## src/rtl/uart_irq_pkg.sv

```systemverilog
package uart_irq_pkg;
  localparam int N_EVT  = 13;
  localparam int CHAN_W = 15;
  localparam int N_LVL  = 7;

  typedef enum logic [2:0] {
    A_IEN  = 3'd0,
    A_IDIS = 3'd1,
    A_MASK = 3'd2,
    A_STAT = 3'd3,
    A_CHAN = 3'd4
  } reg_addr_e;

  // channel status bit positions beyond the shared low five
  localparam int CH_RX_BUSY = 10;
  localparam int CH_TX_BUSY = 11;
  localparam int CH_FDLY    = 12;
  localparam int CH_TX_TRIG = 13;
  localparam int CH_TX_NFUL = 14;
  localparam int N_SHARED   = 5;
endpackage

```

## src/rtl/irq_mask_reg.sv

```systemverilog
module irq_mask_reg #(
  parameter int W = 13
) (
  input  logic         clk_i,
  input  logic         rst_ni,
  input  logic [W-1:0] set_i,
  input  logic [W-1:0] clr_i,
  output logic [W-1:0] mask_o
);
  logic [W-1:0] mask_q;

  always_ff @(posedge clk_i or negedge rst_ni) begin
    if (!rst_ni) mask_q <= '0;
    else         mask_q <= (mask_q | set_i) & ~clr_i;
  end

  assign mask_o = mask_q;
endmodule

```

## src/rtl/irq_sticky_reg.sv

```systemverilog
module irq_sticky_reg #(
  parameter int W = 13
) (
  input  logic         clk_i,
  input  logic         rst_ni,
  input  logic [W-1:0] evt_i,
  input  logic [W-1:0] clr_i,
  output logic [W-1:0] stat_o
);
  for (genvar k = 0; k < W; k++) begin : g_bit
    logic bit_q;
    always_ff @(posedge clk_i or negedge rst_ni) begin
      if (!rst_ni)       bit_q <= 1'b0;
      else if (evt_i[k]) bit_q <= 1'b1;  // event beats clear
      else if (clr_i[k]) bit_q <= 1'b0;
    end
    assign stat_o[k] = bit_q;
  end
endmodule

```

## src/rtl/chan_status_pack.sv

```systemverilog
module chan_status_pack
  import uart_irq_pkg::*;
(
  input  logic [N_LVL-1:0]  lvl_i,
  input  logic              rx_busy_i,
  input  logic              tx_busy_i,
  input  logic              flow_dly_i,
  output logic [CHAN_W-1:0] chan_o
);
  always_comb begin
    chan_o                = '0;
    chan_o[N_SHARED-1:0]  = lvl_i[N_SHARED-1:0];
    chan_o[CH_RX_BUSY]    = rx_busy_i;
    chan_o[CH_TX_BUSY]    = tx_busy_i;
    chan_o[CH_FDLY]       = flow_dly_i;
    chan_o[CH_TX_TRIG]    = lvl_i[5];
    chan_o[CH_TX_NFUL]    = lvl_i[6];
  end
endmodule

```

## src/rtl/irq_reg_port.sv

```systemverilog
module irq_reg_port
  import uart_irq_pkg::*;
#(
  parameter int DATA_W = 32,
  parameter int ADDR_W = 3
) (
  input  logic              clk_i,
  input  logic              rst_ni,
  input  logic              req_i,
  input  logic              we_i,
  input  logic [ADDR_W-1:0] addr_i,
  input  logic [N_EVT-1:0]  wbits_i,
  input  logic [N_EVT-1:0]  mask_i,
  input  logic [N_EVT-1:0]  stat_i,
  input  logic [CHAN_W-1:0] chan_i,
  output logic [N_EVT-1:0]  set_o,
  output logic [N_EVT-1:0]  dis_o,
  output logic [N_EVT-1:0]  clr_o,
  output logic [DATA_W-1:0] rdata_o
);
  logic wr, rd;
  logic [DATA_W-1:0] rd_val, rdata_q;

  assign wr = req_i &  we_i;
  assign rd = req_i & ~we_i;

  assign set_o = (wr && addr_i == ADDR_W'(A_IEN))  ? wbits_i : '0;
  assign dis_o = (wr && addr_i == ADDR_W'(A_IDIS)) ? wbits_i : '0;
  assign clr_o = (wr && addr_i == ADDR_W'(A_STAT)) ? wbits_i : '0;

  always_comb begin
    rd_val = '0;
    if (addr_i == ADDR_W'(A_MASK))      rd_val[N_EVT-1:0]  = mask_i;
    else if (addr_i == ADDR_W'(A_STAT)) rd_val[N_EVT-1:0]  = stat_i;
    else if (addr_i == ADDR_W'(A_CHAN)) rd_val[CHAN_W-1:0] = chan_i;
  end

  always_ff @(posedge clk_i or negedge rst_ni) begin
    if (!rst_ni) rdata_q <= '0;
    else         rdata_q <= rd ? rd_val : '0;
  end

  assign rdata_o = rdata_q;
endmodule

```

## src/rtl/uart_irq_unit.sv

```systemverilog
module uart_irq_unit
  import uart_irq_pkg::*;
#(
  parameter int DATA_W = 32,
  parameter int ADDR_W = 3
) (
  input  logic              clk_i,
  input  logic              rst_ni,
  input  logic [N_EVT-1:0]  evt_i,
  input  logic [N_LVL-1:0]  lvl_i,
  input  logic              rx_busy_i,
  input  logic              tx_busy_i,
  input  logic              flow_dly_i,
  input  logic              req_i,
  input  logic              we_i,
  input  logic [ADDR_W-1:0] addr_i,
  input  logic [DATA_W-1:0] wdata_i,
  output logic [DATA_W-1:0] rdata_o,
  output logic              irq_o
);
  logic [N_EVT-1:0]  mask_q, stat_q, set_v, dis_v, clr_v;
  logic [CHAN_W-1:0] chan_w;
  logic              irq_q;
  logic              unused_wdata;

  assign unused_wdata = ^wdata_i[DATA_W-1:N_EVT];

  irq_reg_port #(.DATA_W(DATA_W), .ADDR_W(ADDR_W)) u_port (
    .clk_i   (clk_i),
    .rst_ni  (rst_ni),
    .req_i   (req_i),
    .we_i    (we_i),
    .addr_i  (addr_i),
    .wbits_i (wdata_i[N_EVT-1:0]),
    .mask_i  (mask_q),
    .stat_i  (stat_q),
    .chan_i  (chan_w),
    .set_o   (set_v),
    .dis_o   (dis_v),
    .clr_o   (clr_v),
    .rdata_o (rdata_o)
  );

  irq_mask_reg #(.W(N_EVT)) u_mask (
    .clk_i  (clk_i),
    .rst_ni (rst_ni),
    .set_i  (set_v),
    .clr_i  (dis_v),
    .mask_o (mask_q)
  );

  irq_sticky_reg #(.W(N_EVT)) u_stat (
    .clk_i  (clk_i),
    .rst_ni (rst_ni),
    .evt_i  (evt_i),
    .clr_i  (clr_v),
    .stat_o (stat_q)
  );

  chan_status_pack u_chan (
    .lvl_i      (lvl_i),
    .rx_busy_i  (rx_busy_i),
    .tx_busy_i  (tx_busy_i),
    .flow_dly_i (flow_dly_i),
    .chan_o     (chan_w)
  );

  always_ff @(posedge clk_i or negedge rst_ni) begin
    if (!rst_ni) irq_q <= 1'b0;
    else         irq_q <= |(stat_q & mask_q);
  end

  assign irq_o = irq_q;
endmodule

```

## config.mk

```make
export PLATFORM = sky130hd
export DESIGN_NAME = uart_irq_unit
export DESIGN_NICKNAME = d
export VERILOG_FILES = /design/src/rtl/uart_irq_pkg.sv /design/src/rtl/irq_mask_reg.sv /design/src/rtl/irq_sticky_reg.sv /design/src/rtl/chan_status_pack.sv /design/src/rtl/irq_reg_port.sv /design/src/rtl/uart_irq_unit.sv
export SDC_FILE = /design/constraint.sdc
export NUM_CORES = 1
export LEC_CHECK = 0
export BUFFER_PORTS_ARGS = -buffer_cell sky130_fd_sc_hd__buf_2
export CAP_MARGIN = 20
export CORE_MARGIN = 2
export CORE_UTILIZATION = 30
export DETAILED_ROUTE_END_ITERATION = 10
export GPL_TIMING_DRIVEN = 1
export PLACE_DENSITY_LB_ADDON = 0.08
export SYNTH_ARGS = -nofsm -noshare
export SYNTH_HDL_FRONTEND = slang
export SYNTH_SLANG_ARGS = --single-unit
```

## constraint.sdc

```tcl
create_clock -name clk_i -period 1.43 [get_ports clk_i]
set_input_delay 0.143 -clock clk_i [delete_from_list [all_inputs] [get_ports clk_i]]
set_output_delay 0.143 -clock clk_i [all_outputs]
set_load 0.01 [all_outputs]
```

==> run_results.csv, run 1 <==
group,metric,value,unit
setup_path,regToRegStartpoint,"u_stat.g_bit[9].bit_q",
power,leakage,0.00122,uW
floorplan,rows,29,
timing,hold_violations,0,
logic_synthesis,syn_inst,196,
drt,dr.pass1.iters,10,
clocking,cts_sinks,42,
setup_path,r2r_slack,0.22,ns
clocking,post_cts_buffers,0,
logic_synthesis,ys_ff_latch,42,
placed_design,portBuffers,58,
hold_path,hold_class,"input port to register",
setup_path,crit_buf_inv,0,
timing,worst_pin_slew,0.594,ns
job,cap_violations,0,
clocking,cts_tree,"built",
drt,via_per_inst,4.49,
finish,area_growth,23.4,%
power,power,2700,uW
hold_path,hold_end,"u_stat.g_bit[4].bit_q",
global_route,antenna_found_initial,0,
floorplan,die_w,85.8,um
logic_synthesis,ys_types,24,
placed_design,hpwl,3.62,mm
drt,route.final.wire_length,4.91,mm
drt,drt_iter0_drc,69,
clocking,numCtsBuffers,5,
power,powerDensity,1090,nW/um^2
timing,rsz0062_at_grt,"no",
setup_path,crit_path_max_fanout,3,
drt,final_antenna_net_count,0,
setup_path,crit_family,"flip-flops",
clocking,clock_latency,0.29,ns
setup_path,critical_path_class,"register to register",
timing,setup_viol,0,
logic_synthesis,yosys-top-cells-area,"dfrtp_1 52%, o21ai_0 7.2%, buf_4 6.7%, nand2_1 6.5%, mux2_4 5.2%",
global_route,grt_pass1_vias,1640,
timing,relSlewSlack,60.4,%
floorplan,die_area,7370,um^2
setup_path,start_kind,"register",
finish,drive_gt1_share,32.3,%
timing,fmaxAchievable,824,MHz
setup_path,r2r-end,"irq_o",
finish,layout.cells.most_common_list,"58 x buf_2, 42 x dfrtp_1, 35 x nand2_1",
finish,num_antenna_cells,0,
floorplan,die_y,85.8,um
placed_design,gp_congestion,0.686,
power,irDropWorstVdd,0.410,mV
floorplan,start_util,31.3,%
clocking,clk_pin_slew,0.08,ns
drt,wl_met1,2.20,mm
setup_path,reg2regPathDepth,3,
global_route,grt_pass1_wl,8.09,mm
floorplan,fp.coreArea,6420,um^2
finish,final_common_cell,"buf_2",
global_route,grt_max_degree,27,
timing,post-route-min-period,1.21,ns
hold_path,worstHoldStart,"evt_i[4]",
logic_synthesis,synth_area_leader_cell,"dfrtp_1",
drt,avgRoutedWirePerCell,14.4,um
setup_path,path_cells,"a222oi_1, and3_1, nand4_1",
clocking,clockBufferDepth,2,
drt,dr_total_vias,1526,
setup_path,cpMaxStageDelayCell,"dfrtp_1",
drt,routed.top_layer,"met4",
outcome,violations,"design-rule violations",
logic_synthesis,ys_warn_count,0,
drt,drc,6,
logic_synthesis,synth_top_area_share,52.3,%
logic_synthesis,ys_seq_area_share,52.3,%
setup_path,endpoint_kind,"register",
global_route,grt-ovfl-total,0,
finish,layout.nets,324,
floorplan,ioPinCount,95,
clocking,cts_root_buffer,"clkbuf_8",
outcome,status,"finished with violations",
drt,routed-wl-met2,2.38,mm
setup_path,crit_path_max_incr_delay,0.41,ns
hold_path,whs_path_depth,2,
timing,fin_setup_tns,0,ns
global_route,grt_usage,14.2,%
clocking,h-tree-depth,2,
timing,drv_slew,0,
drt,dr_wl_met3,292,um
setup_path,crit_arrival,1.38,ns
timing,fin_skew,0.00339,ns
timing,post-route-period-util,84.8,%
logic_synthesis,avgSynthCellArea,10.3,um^2
setup_path,crit_required,1.59,ns
logic_synthesis,synth_area,2010,um^2
==> synthesized netlist by cell type <==
cell type	number
dfrtp_1	42
nand2_1	35
o21ai_0	29
buf_4	18
nand2b_1	13
a21oi_1	8
mux2i_1	8
mux2_4	7
a22oi_1	5
nor2_1	5
inv_1	4
and3_1	3
buf_2	3
clkbuf_1	3
mux2_2	3
nor2b_1	2
a222oi_1	1
and4bb_4	1
buf_6	1
conb_1	1
nand4_1	1
nand4b_1	1
nor3b_2	1
or3b_1	1
==> sequential cells by signal, summed over array words and instances, names as in the netlist <==
signal and cells:
u_port.rdata_o 15, u_stat.g_bit.bit_q 13, u_mask.mask_o 13, irq_o 1
==> worst max path at each step <==
stage / from / end / slack [ns] / depth (start not counted)
floorplan: addr_i[0] / u_port.rdata_o[0] / 0.35 / 5
global placement: addr_i[2] / u_mask.mask_o[8] / 0.16 / 4
detailed placement: addr_i[2] / u_mask.mask_o[11] / 0.15 / 4
CTS: u_stat.g_bit[9].bit_q / irq_o / 0.19 / 3
global route: u_stat.g_bit[9].bit_q / irq_o / 0.12 / 3
finish: u_stat.g_bit[9].bit_q / irq_o / 0.22 / 3
==> per-stage QoR <==
stage          setup slack [ns]  hold slack (ns)  instance area [um^2]  util, %  std cells
2_1_floorplan             0.354           -0.153                  2070        -        212
3_3_place_gp              0.162            0.105                  2360     36.8        331
3_5_place_dp              0.153            0.105                  2360     36.8        331
4_1_cts                   0.189           0.0266                  2480     38.6        340
5_1_grt                   0.121           0.0274                  2480     38.6        340
6_report                  0.217           0.0304                  2480     38.6        340
==> layout make-up <==
cell class              count  area (um^2)
clock buffers               7         76.3
clock inverters             1         30.0
fillers                   648         3940
inverters                   4         15.0
multi-input cells         141          831
flip-flops and latches     42         1050
well taps                  77         96.3
repair buffers             68          380
==> power breakdown <==
group,switching (uW),internal (uW)
combinational,194,213
sequential,73.5,1290
clock,412,523
==> repair_timing <==
action                    CTS  global route
hold buffers                1             0
hold endpoints to repair   16             0
gates resized for setup     0             0
==> layer usage <==
metal,global-route usage [%],up-vias
met2,24.3,56
met5,0,-
met3,3.75,5
met1,18.0,710
li1,-,755
met4,3.03,0
==> logic make-up after synthesis <==
family | after synthesis | share of synthesized area [%]
buffers and inverters | 29 | 9.34
flip-flops | 42 | 52.3
AO/OA/AOI/OAI | 43 | 11.6
multiplexers | 18 | 10.9
AND/OR/NAND/NOR | 63 | 15.7
other | 1 | 0.187
Power figures use the tool's default switching activity.
==> inputs of run 2 (changes only) <==
Clock period 1.43 ns to 1.1 ns, I/O delays scaled along.
==> run_results.csv, run 2 (synthesized netlist as in run 1, its figures left out) <==
group,metric,value,unit
clocking,clock_latency,0.30,ns
setup_path,critical_path_class,"register to register",
power,p_sw,905,uW
drt,avgRoutedWirePerCell,14.0,um
power,powerDensity,1300,nW/um^2
outcome,violations,"design-rule violations, negative setup slack",
placed_design,placed_area,2430,um^2
drt,dr.pass1.iters,9,
power,sw_frac_of_total,26.4,%
finish,final_area,2630,um^2
placed_design,hpwl,3.67,mm
power,intPower,2520,uW
clocking,h-tree-depth,2,
setup_path,crit_arrival,1.30,ns
timing,fin_ws,-0.0276,ns
floorplan,ioPinCount,95,
timing,drv_slew,0,
timing,fin_setup_tns,-0.0276,ns
placed_design,portBuffers,58,
timing,relSlewSlack,61.7,%
global_route,grt-ovfl-total,0,
drt,route.final.wire_length,5.04,mm
clocking,numCtsBuffers,5,
finish,drive_gt1_share,33.7,%
floorplan,die_w,85.8,um
setup_path,endpoint_kind,"register",
finish,final_common_cell,"buf_2",
power,irDropWorstVdd,0.489,mV
drt,drc,6,
hold_path,hold_class,"input port to register",
drt,drt_iter0_drc,72,
drt,via_per_inst,4.48,
global_route,grt_usage,14.6,%
timing,fmaxAchievable,887,MHz
floorplan,die_area,7370,um^2
job,cap_violations,0,
floorplan,start_util,31.3,%
clocking,clk_pin_slew,0.08,ns
power,pwr-share-seq,51.4,%
timing,hold_violations,0,
timing,post-route-period-util,103,%
timing,worst_pin_slew,0.573,ns
global_route,grt_pass1_vias,1596,
setup_path,crit_path_max_fanout,2,
floorplan,fp.coreArea,6420,um^2
power,clockPowerShare,30.6,%
finish,largest_register_ffs,15,
clocking,clockBufferDepth,2,
timing,rsz0062_at_grt,"yes",
drt,final_antenna_net_count,0,
clocking,cts_tree,"built",
timing,whs,0.0105,ns
setup_path,path_cells,"a222oi_1, and3_1, nand4_1",
floorplan,rows,29,
power,leakage,0.00130,uW
drt,dr_total_vias,1609,
placed_design,gp_congestion,0.747,
clocking,cts_resized,0,
finish,layout.cells.most_common_list,"58 x buf_2, 42 x dfrtp_1, 35 x nand2_1",
clocking,cts_sinks,42,
outcome,status,"finished with violations",
timing,post-route-min-period,1.13,ns
finish,area_growth,31.0,%
setup_path,start_kind,"register",
setup_path,crit_required,1.27,ns
setup_path,cpMaxStageDelayCell,"dfrtp_1",
finish,num_antenna_cells,0,
global_route,grt_pass1_wl,8.20,mm
power,power,3430,uW
setup_path,crit_path_max_incr_delay,0.39,ns
clocking,cts_root_buffer,"clkbuf_8",
global_route,grt_max_degree,43,
power,p_comb_share,17.9,%
global_route,antenna_found_initial,0,
floorplan,die_y,85.8,um
timing,fin_skew,0.00419,ns
timing,setup_viol,1,
finish,layout.nets,343,
==> run 2: cell types whose count changed in the layout (fill, tap and decap cells not counted), sizes merged <==
cell / delta
bufinv: -1
buf: +9
dlygate4sd3: +10
clkinv: +1
==> run 2: worst max-delay path: cells and delay by family, from the launching register on <==
family,cells,cell delay (ns)
AOI/OAI and AO/OA,1,0.34
DFF,1,0.39
and+or+nand+nor,2,0.27
==> run 2: cell type report <==
cell class                      instances  area [um^2]
Clock buffer                            7         86.3
Clock inverter                          1         5.00
Fill cell                             656         3790
Inverter                                4         15.0
Multi-Input combinational cell        141          831
Sequential cell                        42         1050
Tap cell                               77         96.3
Timing Repair Buffer                   87          548
==> run 2: routing by layer <==
| layer | global-route usage, % | vias to the layer above | wire [um] |
|---|---|---|---|
| met3 | 3.18 | 5 | 271 |
| met1 | 20.9 | 759 | 2450 |
| met5 | 0 | - | 0 |
| met4 | 4.76 | 0 | 54 |
| li1 | - | 796 | - |
| met2 | 21.8 | 49 | 2270 |
==> run 2: through the flow <==
| step | instances | setup WS [ns] | utilization [%] |
|---|---|---|---|
| floorplan | 212 | 0.0572 | - |
| global placement | 340 | -0.119 | 37.9 |
| detailed placement | 340 | -0.141 | 37.9 |
| CTS | 359 | -0.0403 | 41.0 |
| global route | 359 | -0.129 | 41.0 |
| finish | 359 | -0.0276 | 41.0 |
==> run 2: power by group through the flow <==
stage                     Combinational (uW)  Sequential [uW]  Clock [uW]
after CTS                                625             1760        1100
after global routing                     682             1780        1160
after floorplan                          358             1780           0
after detailed placement                 593             1790           0
after global placement                   592             1790           0
final                                    614             1760        1050
==> run 2: path summary, 6_finish.rpt <==
| check | start | to | slack, ns | cells after the start |
|---|---|---|---|---|
| worst max-delay path | u_mask.mask_o[9] | irq_o | -0.03 | 3 |
| worst min-delay path | evt_i[11] | u_stat.g_bit[11].bit_q | 0.01 | 2 |
| worst max register to register | u_mask.mask_o[9] | irq_o | -0.03 | 3 |
| worst min register to register | u_mask.mask_o[2] | u_mask.mask_o[2] | 0.54 | 1 |
| max in group asynchronous | rst_ni | u_port.rdata_o[14] | 0.56 | 3 |
| min in group asynchronous | rst_ni | u_stat.g_bit[10].bit_q | 0.31 | 3 |
==> run 2: timing repair <==
action                                  4_1_cts  5_1_grt
pin swaps                                     0        2
endpoints found under the setup margin        1        1
buffers inserted                              0        0
hold buffers                                 11        0
endpoints found under the hold margin        52        0
